<file path="src/rtl/btb_pkg.sv">
package btb_pkg;
  // Write strobes from the control to the table datapath
  typedef struct packed {
    logic alloc;      // create an entry at the resolve index
    logic bump;       // move the counter of the hit entry
    logic takenDir;   // direction of the counter move
    logic setTarget;  // overwrite the stored target of the hit entry
  } btbStrobeT;
endpackage

</file>
<file path="src/rtl/btb_datapath.sv">
module btb_datapath
  import btb_pkg::*;
#(
  parameter int PC_W  = 32,
  parameter int IDX_W = 4
) (
  input  logic            clk,
  input  logic            rstN,
  input  logic [PC_W-1:0] lookupPc,
  input  logic [PC_W-1:0] resPc,
  input  logic [PC_W-1:0] resTarget,
  input  btbStrobeT       strobes,
  output logic [PC_W-1:0] nextPc,
  output logic            resHit
);
  localparam int DEPTH = 1 << IDX_W;
  localparam int IDX_LO = 2;
  localparam int IDX_HI = IDX_W + 1;

  logic [DEPTH-1:0] validQ;
  logic [PC_W-1:0]  tagQ [DEPTH];
  logic [PC_W-1:0]  tgtQ [DEPTH];
  logic [1:0]       ctrQ [DEPTH];

  logic [IDX_W-1:0] lkIdx;
  logic [IDX_W-1:0] rsIdx;
  logic             lkHit;
  logic [1:0]       ctrNext;

  assign lkIdx = lookupPc[IDX_HI:IDX_LO];
  assign rsIdx = resPc[IDX_HI:IDX_LO];

  assign lkHit  = validQ[lkIdx] && (tagQ[lkIdx] == lookupPc);
  assign resHit = validQ[rsIdx] && (tagQ[rsIdx] == resPc);

  assign nextPc = (lkHit && ctrQ[lkIdx][1]) ? tgtQ[lkIdx] : lookupPc + PC_W'(4);

  always_comb begin
    ctrNext = ctrQ[rsIdx];
    if (strobes.takenDir) begin
      if (ctrQ[rsIdx] != 2'b11) ctrNext = ctrQ[rsIdx] + 2'b01;
    end else begin
      if (ctrQ[rsIdx] != 2'b00) ctrNext = ctrQ[rsIdx] - 2'b01;
    end
  end

  always_ff @(posedge clk or negedge rstN) begin
    if (!rstN) begin
      validQ <= '0;
    end else if (strobes.alloc) begin
      validQ[rsIdx] <= 1'b1;
    end
  end

  always_ff @(posedge clk) begin
    if (strobes.alloc) begin
      tagQ[rsIdx] <= resPc;
      tgtQ[rsIdx] <= resTarget;
      ctrQ[rsIdx] <= 2'b10;
    end else if (strobes.bump) begin
      ctrQ[rsIdx] <= ctrNext;
      if (strobes.setTarget) tgtQ[rsIdx] <= resTarget;
    end
  end
endmodule

</file>
<file path="src/rtl/btb_ctrl.sv">
module btb_ctrl
  import btb_pkg::*;
#(
  parameter int PC_W = 32
) (
  input  logic            resValid,
  input  logic            resIsCtrl,
  input  logic            resTaken,
  input  logic            resHit,
  input  logic [PC_W-1:0] resPc,
  input  logic [PC_W-1:0] resTarget,
  input  logic [PC_W-1:0] resPredNext,
  output btbStrobeT       strobes,
  output logic            mispredict,
  output logic [PC_W-1:0] fixPc
);
  logic ctrlEvt;

  assign ctrlEvt = resValid && resIsCtrl;

  always_comb begin
    strobes.alloc     = ctrlEvt && resTaken && !resHit;
    strobes.bump      = ctrlEvt && resHit;
    strobes.takenDir  = resTaken;
    strobes.setTarget = ctrlEvt && resHit && resTaken;
  end

  assign fixPc      = (resIsCtrl && resTaken) ? resTarget : resPc + PC_W'(4);
  assign mispredict = resValid && (resPredNext != fixPc);
endmodule

</file>
<file path="src/rtl/branch_target_buffer.sv">
module branch_target_buffer
  import btb_pkg::*;
#(
  parameter int PC_W  = 32,
  parameter int IDX_W = 4
) (
  input  logic            clk,
  input  logic            rstN,
  input  logic [PC_W-1:0] lookupPc,
  output logic [PC_W-1:0] nextPc,
  input  logic            resValid,
  input  logic [PC_W-1:0] resPc,
  input  logic [PC_W-1:0] resTarget,
  input  logic            resTaken,
  input  logic            resIsCtrl,
  input  logic [PC_W-1:0] resPredNext,
  output logic            mispredict,
  output logic [PC_W-1:0] fixPc
);
  btbStrobeT strobes;
  logic      resHit;

  btb_ctrl #(.PC_W(PC_W)) u_ctrl (
    .resValid(resValid), .resIsCtrl(resIsCtrl), .resTaken(resTaken),
    .resHit(resHit), .resPc(resPc), .resTarget(resTarget),
    .resPredNext(resPredNext), .strobes(strobes),
    .mispredict(mispredict), .fixPc(fixPc)
  );

  btb_datapath #(.PC_W(PC_W), .IDX_W(IDX_W)) u_dp (
    .clk(clk), .rstN(rstN), .lookupPc(lookupPc), .resPc(resPc),
    .resTarget(resTarget), .strobes(strobes), .nextPc(nextPc),
    .resHit(resHit)
  );
endmodule

</file>
<file path="config.mk">
export PLATFORM = sky130hd
export DESIGN_NAME = branch_target_buffer
export DESIGN_NICKNAME = d
export VERILOG_FILES = /design/src/rtl/btb_pkg.sv /design/src/rtl/btb_datapath.sv /design/src/rtl/btb_ctrl.sv /design/src/rtl/branch_target_buffer.sv
export SDC_FILE = /design/constraint.sdc
export NUM_CORES = 1
export LEC_CHECK = 0
export CORE_UTILIZATION = 25
export DETAILED_ROUTE_END_ITERATION = 10
export PLACE_DENSITY = 0.36
export SETUP_SLACK_MARGIN = 0.15
export SLEW_MARGIN = 30
export SYNTH_ARGS = -nofsm -noshare
export SYNTH_HDL_FRONTEND = slang
export SYNTH_HIERARCHICAL = 1
export SYNTH_SLANG_ARGS = --single-unit
</file>
<file path="constraint.sdc">
create_clock -name clk -period 9.4 [get_ports clk]
set_input_delay 1.41 -clock clk [delete_from_list [all_inputs] [get_ports clk]]
set_output_delay 1.41 -clock clk [all_outputs]
set_load 0.02 [all_outputs]
</file>
Yosys cells after proc, flatten, opt, wreduce, memory -nomap -nowiden
Memories as Yosys holds them, arrays and structs flattened.
Index checks and enable logic that the tools add are counted.
- bits in registers: 16
- memory bits (writable): 1056
- input bits: 133
- output and inout bits: 65
- word-level logic and storage cells: 53
- memories kept: 3
- add/sub/neg operators: 4
- magnitude comparators: 3
- equal/unequal tests: 4
- multiplexer cells: 22
- bitwise gates (word level): 3
- reduce and logical (&&, ||, !) cells: 13
- memory list (memory ; depth ; width ; rd ports ; clocked after Yosys merged registers in ; write ports ; RTL line ; source):
    u_dp.tagQ ; 16 ; 32 ; 2 ; 0 ; 1 ; btb_datapath.sv:21 ; logic [PC_W-1:0] tagQ [DEPTH];
    u_dp.tgtQ ; 16 ; 32 ; 1 ; 0 ; 1 ; btb_datapath.sv:22 ; logic [PC_W-1:0] tgtQ [DEPTH];
    u_dp.ctrQ ; 16 ; 2 ; 2 ; 0 ; 1 ; btb_datapath.sv:23 ; logic [1:0] ctrQ [DEPTH];
- operators by type and width (operator ; count):
    $mux 32 ; 3
    $add 32x3->32 const B ; 2
    $eq 32x32->1 ; 2
    $ne 32x32->1 ; 1
    $or 16x16->16 ; 1
    $mux 1 ; 12
    $logic_and 1x1->1 ; 11
    $lt 4x5->1 const B ; 2
    $bmux 1 s4 ; 2
    $mux 2 ; 4
    $demux 1 s4 ; 1
    $ge 4x1->1 const B ; 1
    $add 2x1->2 const B ; 1
    $ne 2x2->1 const B ; 1
    $or 1x1->1 ; 2
    $reduce_bool 2->1 ; 1
    $sub 2x1->2 const B ; 1
    $logic_not 1->1 ; 1

Longest topological paths before layout
Gate-level depths: netlist of run 1.
- depth in word-level cells: 10
- mapped depth: 17
- depth with buffers taken out: 13

Modules after synthesis
Netlist of run 1, hierarchy kept.
- by module, submodules not included (module ; times used ; cells an instance ; area each (um^2) ; sequential area each (um^2)):
    btb_datapath ; 1 ; 2245 ; 46628.5 ; 32110.8
    btb_ctrl ; 1 ; 352 ; 2205.9 ; 0.0

Worst setup path after synthesis of run 1
OpenSTA, ideal clock, no wires.
- path type: input port to flip-flop
- start: input port resPc[2]
- end: memory u_dp.tgtQ[12][0], enable pin
- setup time: 0.421 ns
- arrival: 6.374 ns
- data required time: 8.979 ns
- slack: 2.605 ns
- stages: 13
- path buffers: 3
- cell sequence: clkbuf_1 -> buf_1 -> buf_1 -> mux4_2 -> mux4_2 -> xor2_1 -> nor4_1 -> and4_1 -> and3_1 -> and2_1 -> a21o_1 -> nand3_1 -> nor2_1
- RTL lines (what ; RTL line ; source):
    from (decl) ; branch_target_buffer.sv:12 ; input logic [PC_W-1:0] resPc,
    to (decl) ; btb_datapath.sv:22 ;

Final worst setup path of run 1
- start: input port lookupPc[3]
- end: output port nextPc[30]
- longest elaborated chain between the ends: 5
- elaborated cells on any way between the ends: 10
- classes of those cells: add/sub (1); eq/ne (1); mux (3); reduce/logical (2); memory (3)
- ends and longest elaborated chain (what ; RTL line ; source):
    from (decl) ; branch_target_buffer.sv:9 ; input logic [PC_W-1:0] lookupPc,
    $mem_v2 16x32 / $bmux 1 s4 (equally long branches) ; n/a ;
    $eq 32x32->1 / $mux 1 (equally long branches) ; btb_datapath.sv:33 ; assign lkHit = validQ[lkIdx] && (tagQ[lkIdx] == lookupPc);
    $logic_and 1x1->1 ; btb_datapath.sv:33 ;
    $logic_and 1x1->1 ; btb_datapath.sv:36 ; assign nextPc = (lkHit && ctrQ[lkIdx][1]) ? tgtQ[lkIdx] : lookupPc + PC_W'(4);
    $mux 32 (*) ; btb_datapath.sv:36 ;
    to (decl) ; branch_target_buffer.sv:10 ; output logic [PC_W-1:0] nextPc,
Mark *: on every way between the ends. The rest lies on a longest branch, timed or not. The select of a mux whose other input is x is not followed.

==> run metrics, run 1 <==
status finished clean; most common cell after layout, fill and taps aside edfxtp_1; WS Path Type input pin to output port; Setup Skew 0.0254 ns; Worst Setup End Kind output port; Antenna Violating Nets Remaining 0; wire per inst 34.5 um; Clk pin slew, worst setup/hold paths 0.05 ns; CP required 7.99 ns; Syn Area/Cell 18.8 um2; drt pass-1 iters 6; Reg2Reg Depth 12; Max Slew Vio Count 0; Routability Congestion 0.815; reg2reg setup slack 3.57 ns; critical path's slowest cell or4_2; # DRC 0; unrepaired setup endpoints after global routing false; r2r startpoint u_dp/tagQ[3][9]; Layout Cells excl Fill 5528; complex-gate fraction of the synthesized area 0.0297; total CTS buffers 131; pin count of the biggest net entering global routing 103; post-DP HPWL 127000 um; # rows 161; worst hold path class flip-flop to flip-flop; nets@finish 3034; die height around 440 um; simple-gate share of the synthesized area 0.0440; crit path time final between 8 and 9 ns; CP max stage delay 0.74 ns; Root Buffer clkbuf_16; Synth Register Bits 1072; core area between 150000 and 200000 um2; CTS Buffer Depth 3; CP arrival 6.71 ns; mean number of vias per cell 5.10; remaining global-route overflow 0; area growth from synthesis to layout 20.5%; Reg2Reg Capture Point u_dp/tgtQ[14][27]; Die W 444 um; Lkg Pwr 18.6 nW; synth warn 6; FMAX 123 MHz; CP endpoint nextPc[30]; Adder-Cell Fraction of Synth Area 0.000922; PortBufs 197; Initial Util 0.253; max-cap violations 0; asr flop ratio synth 0.0149; number of global-route vias before repair between 20000 and 30000; Mapped Cells 2597; setup TNS 0 ns; first-pass GRT wire length ~260000 um; Total GRT Usage 0.192; clock sinks 1072; commonest non-fill, non-tap cells in the layout edfxtp_1 (1056), mux4_2 (397), clkdlybuf4s50_1 (189); number of synthesized flops with an enable pin 1056; H-Tree Depth 4; routed vias 28200; post-synthesis mux area share 0.221; antenna violations before repair 21; VDD IR max approximately 0.00018 V; I/O pin cnt 198; Most used DFF post-synth edfxtp_1; Worst slew margin 0.344; fraction of layout cells with a size suffix above 1 0.279; syn nets 2732; routed wire length 191000 um; crit path max fanout 102; post_cts resized 0; Critical Path Start Type input pin; power per cell area 191 nW/um2; die area about 200000 um2; TritonCTS clock tree built; Synth Cell Area about 50000 um2; main combinational cell family by area after synthesis multiplexers; Final Cycle Share 0.864; postcts setup bufs 0; Cell variety after synth 84; Slew @ Worst Pin 0.985 ns; Hold Fails Final Rpt 0; critical path launch point lookupPc[3]; Worst-Skew Late Latency 0.76 ns; Iteration-0 DRC Markers about 2800; hold buffer count at cts 0; final setup fails 0; Cells after DPL 5292; ordered list of cells on the worst path buf_8 > buf_12 > mux4_2 > mux2i_1 > o221ai_1 > o21ai_0 > nand3b_1 > or4_1 > or4_2 > buf_4 > mux2_4 > clkdlybuf4s50_1; xor and xnor area share after synthesis 0.0271; sequential area share after synthesis 0.658
==> critical path: cells and delay by family <==
family | cells | cell delay (ns)
multiplexers | 3 | 1.39
buffers and inverters | 4 | 2.04
AO/OA/AOI/OAI | 2 | 0.31
AND/OR/NAND/NOR | 3 | 1.32
==> sequential cells by signal, indices dropped and copies added (netlist names) <==
register,flops
u_dp/ctrQ,32
u_dp/tagQ,512
u_dp/tgtQ,512
u_dp/validQ,16
==> cell usage after synthesis, types with 6 or more instances <==
cell         n  area [um2]
nor2_1     112         420
nor4_1      16         100
a31oi_1     13        81.3
a22oi_1     10        75.1
or2_2       17         106
nand2_1     90         338
nand3_1     47         235
buf_4       16         120
nand3b_1    15         113
nor2b_1     12        75.1
xor2_1      56         490
a21oi_1     30         150
inv_1       25        93.8
mux2_4      30         450
o21ai_0     37         185
dfrtp_1     16         400
buf_1       34         128
edfxtp_1  1056       31700
mux4_2     397        8940
nand4_1     27         169
a22o_1       7        61.3
nor3_1      24         120
nand2b_1     7        43.8
o221ai_1     6        52.6
xnor2_1     88         771
or4_1        8        60.1
buf_6        7        78.8
and3_1      11        68.8
mux4_1       6         158
clkbuf_1    69         259
buf_2       29         145
mux2_2       8        90.1
o211ai_1    10        75.1
a311oi_1     6        52.6
a211oi_1    13        97.6
o22ai_1     25         156
mux2i_1    114        1140
a221oi_1    14         123
==> kinds of logic after synthesis <==
logic type / Yosys count
AO/OA/AOI/OAI: 210
multiplexers: 556
flip-flops: 1072
buffers and inverters: 190
XOR/XNOR: 147
adder cells (fa/ha/maj): 4
AND/OR/NAND/NOR: 418
==> layer usage <==
metal | track usage | vias up | routed length (um)
li1 | - | 11500 | -
met1 | 0.251 | 15600 | 81600
met2 | 0.336 | 941 | 97100
met3 | 0.0245 | 186 | 7710
met4 | 0.0473 | 8 | 4130
met5 | 0 | - | 48
==> report_power, final <==
group          leakage, nW  total, mW  switching (mW)  internal [mW]
Combinational         6.82       1.06           0.642          0.419
Clock                 2.01       4.84            2.01           2.83
Sequential            9.74       5.31          0.0196           5.30
Total                 18.6       11.2            2.67           8.54
==> area by class of cell <==
| class | count | area [um2] |
|---|---|---|
| fill | 18700 | 134000 |
| sequential | 1072 | 32100 |
| multi-input combinational | 1335 | 16000 |
| clock buffer | 164 | 3530 |
| timing repair buffer | 333 | 3330 |
| tap | 2526 | 3160 |
| clock inverter | 69 | 563 |
| inverter | 26 | 103 |
| antenna | 3 | 7.51 |
==> worst min-delay path by stage <==
stage,startpoint,depth (start not counted),to,slack (ns)
2_1_floorplan,u_dp/validQ[10],1,u_dp/validQ[10],0.46
3_3_place_gp,u_dp/validQ[4],1,u_dp/validQ[4],0.48
3_5_place_dp,u_dp/validQ[15],1,u_dp/validQ[15],0.48
4_1_cts,u_dp/validQ[15],1,u_dp/validQ[15],0.50
5_1_grt,u_dp/validQ[15],1,u_dp/validQ[15],0.51
6_report,u_dp/validQ[13],1,u_dp/validQ[13],0.50
==> through the flow <==
step	setup slack, ns	hold WS, ns	util	power [mW]	area, um2
after floorplan	2.60	0.457	-	5.94	48800
after global placement	1.25	0.476	0.282	6.49	54500
after detailed placement	1.24	0.484	0.283	6.49	54700
after CTS	1.26	0.496	0.305	11.4	58800
after global routing	1.15	0.508	0.305	11.6	58800
final	1.28	0.497	0.305	11.2	58800
Note: power is estimated with default switching activity, not from simulation.
==> run 2: changes to the inputs <==
Settings changed: DONT_BUFFER_PORTS from default to 1, PLACE_DENSITY 0.36 to 0.34, REMOVE_ABC_BUFFERS from default to 1.
==> run 2 against run 1 <==
Clock skew up 0.012 ns. Clock power grew 2%. Sequential share of layout area up 2.5 points. Worst hold slack lost 0.17 ns. Sequential power hardly changed. Routed wire length fell by 3.1%. Die area unchanged. Register-to-register slack improved by 0.15 ns. Total power fell by 2.2%. Non-clock buffer count down 270. First-iteration DRC count is 17% lower. Combinational power is 35% lower. Critical endpoint is now nextPc[0].
==> run metrics, run 2 (synthesis results as in run 1) <==
status finished clean; crit path max fanout approximately 240; hold buffer count at cts 0; # DRC 0; final worst setup slack 1.69 ns; max-cap violations 0; I/O pin cnt 198; Initial Util 0.253; commonest non-fill, non-tap cells in the layout edfxtp_1 (1056), mux4_2 (397), clkbuf_16 (135); cell family with most CP delay simple AND/OR/NAND/NOR gates; die height roughly 440 um; power per cell area 195 nW/um2; Final Cycle Share 0.820; first-pass GRT wire length 251000 um; VDD IR max between 0.00015 and 0.0002 V; worst hold path class input pin to async pin; Routability Congestion between 0.7 and 0.8; Max Slew Vio Count 0; Iteration-0 DRC Markers 2322; crit path time final 7.71 ns; routed wire length 185000 um; post-DP HPWL 113000 um; ordered list of cells on the worst path nor2b_2 > a22oi_1 > a211oi_1 > xnor2_1 > nor4_1 > nand4_1 > or4_4 > mux2_2; Setup Skew around 0.037 ns; Total GRT Usage 0.187; antenna violations before repair 15; final setup fails 0; reg2reg setup slack 3.72 ns; CP arrival 6.30 ns; total CTS buffers around 130; CP max stage delay 0.91 ns; pre-CTS setup slack around 2.0 ns; wire per inst around 35 um; remaining global-route overflow 0; pin count of the biggest net entering global routing 309; Root Buffer clkbuf_16; most common cell after layout, fill and taps aside edfxtp_1; Hold Fails Final Rpt 0; die area 197000 um2; core area 193000 um2; mean number of vias per cell 5.05; fraction of layout cells with a size suffix above 1 0.279; number of global-route vias before repair 28100; Clk pin slew, worst setup/hold paths about 0.060 ns; setup TNS 0 ns; Worst Setup End Kind output port; # rows 161; Worst-Skew Late Latency 0.79 ns; CTS Buffer Depth 3; drt pass-1 iters 8; unrepaired setup endpoints after global routing false; biggest regs u_dp/tagQ x512, u_dp/tgtQ x512, u_dp/ctrQ x32; Buf/Inv on CP 0; TritonCTS clock tree built; Critical Path Start Type input pin; FMAX ~130 MHz; Lkg Pwr 17.4 nW; nets@finish roughly 2800; H-Tree Depth 4; postcts setup bufs 0; Slew @ Worst Pin 1.02 ns; critical path's slowest cell or4_4; clock sinks 1072; WS Path Type input pin to output port; post_cts resized 0; area growth from synthesis to layout 15.2%; CP required 7.99 ns; Antenna Violating Nets Remaining 0; Die W around 440 um; Worst slew margin 0.322; routed vias 26600; PortBufs 0
==> run 2: changes by cell type in the layout (fill, tap and decap cells not counted), sizes merged <==
| cell | previous run | this run |
|---|---|---|
| clkbuf | 164 | 165 |
| clkdlybuf4s50 | 189 | 0 |
| clkinv | 56 | 62 |
| buf | 144 | 63 |
| inv | 31 | 34 |
| diode | 3 | 4 |
==> run 2: routing by layer <==
| metal | up-vias | part of all wire | track usage |
|---|---|---|---|
| li1 | 10900 | - | - |
| met1 | 14800 | 0.41 | 0.230 |
| met2 | 732 | 0.50 | 0.319 |
| met3 | 206 | 0.063 | 0.0491 |
| met4 | 10 | 0.026 | 0.0523 |
| met5 | - | 0.00042 | 0 |
==> run 2: final timing paths <==
kind	from	end	cells after the start
min in group clk	u_dp/validQ[14]	u_dp/validQ[14]	1
hold / removal	rstN	u_dp/validQ[10]	0
max in group asynchronous	rstN	u_dp/validQ[4]	0
hold reg to reg	u_dp/validQ[14]	u_dp/validQ[14]	1
setup / recovery	lookupPc[2]	nextPc[0]	8
setup reg to reg	u_dp/tagQ[14][29]	u_dp/tgtQ[14][30]	12
==> run 2: final cells by class <==
type                            instances  area [um2]
Antenna cell                            4        10.0
Clock buffer                          165        3520
Clock inverter                         78         671
Fill cell                           18900      137000
Inverter                               26         100
Multi-Input combinational cell       1335       16100
Sequential cell                      1072       32100
Tap cell                             2526        3160
Timing Repair Buffer                   63         612
==> run 2: where the power goes <==
part	total [mW]	internal, mW	switching (mW)
registers	5.32	5.30	0.0202
clock network	4.96	2.85	2.11
logic	0.691	0.325	0.366
total	11.0	8.47	2.50
==> run 2: stage by stage <==
| stage | util | hold WS (ns) | cells | instance area, um2 | power (mW) |
|---|---|---|---|---|---|
| 3_3_place_gp | 0.268 | 0.476 | 5012 | 51800 | 6.07 |
| 5_1_grt | 0.291 | 0.259 | 5267 | 56300 | 11.3 |
| 6_report | 0.291 | 0.323 | 5269 | 56300 | 11.0 |
| 4_1_cts | 0.291 | 0.239 | 5262 | 56200 | 11.1 |
| 3_5_place_dp | 0.269 | 0.480 | 5019 | 52000 | 6.07 |
| 2_1_floorplan | - | 0.457 | 2433 | 48000 | 5.85 |
==> run 2: worst register-to-register path, stage by stage (launching register included) <==
cell	delay (ns)
edfxtp_1	0.38
mux4_2	0.49
mux4_2	0.52
xnor2_1	0.35
nand4_1	0.19
nor4_1	0.74
and4_1	0.49
and3_1	0.35
and2_1	0.17
a21o_1	0.20
nand3_1	0.36
nor2_4	0.66
buf_4	0.44
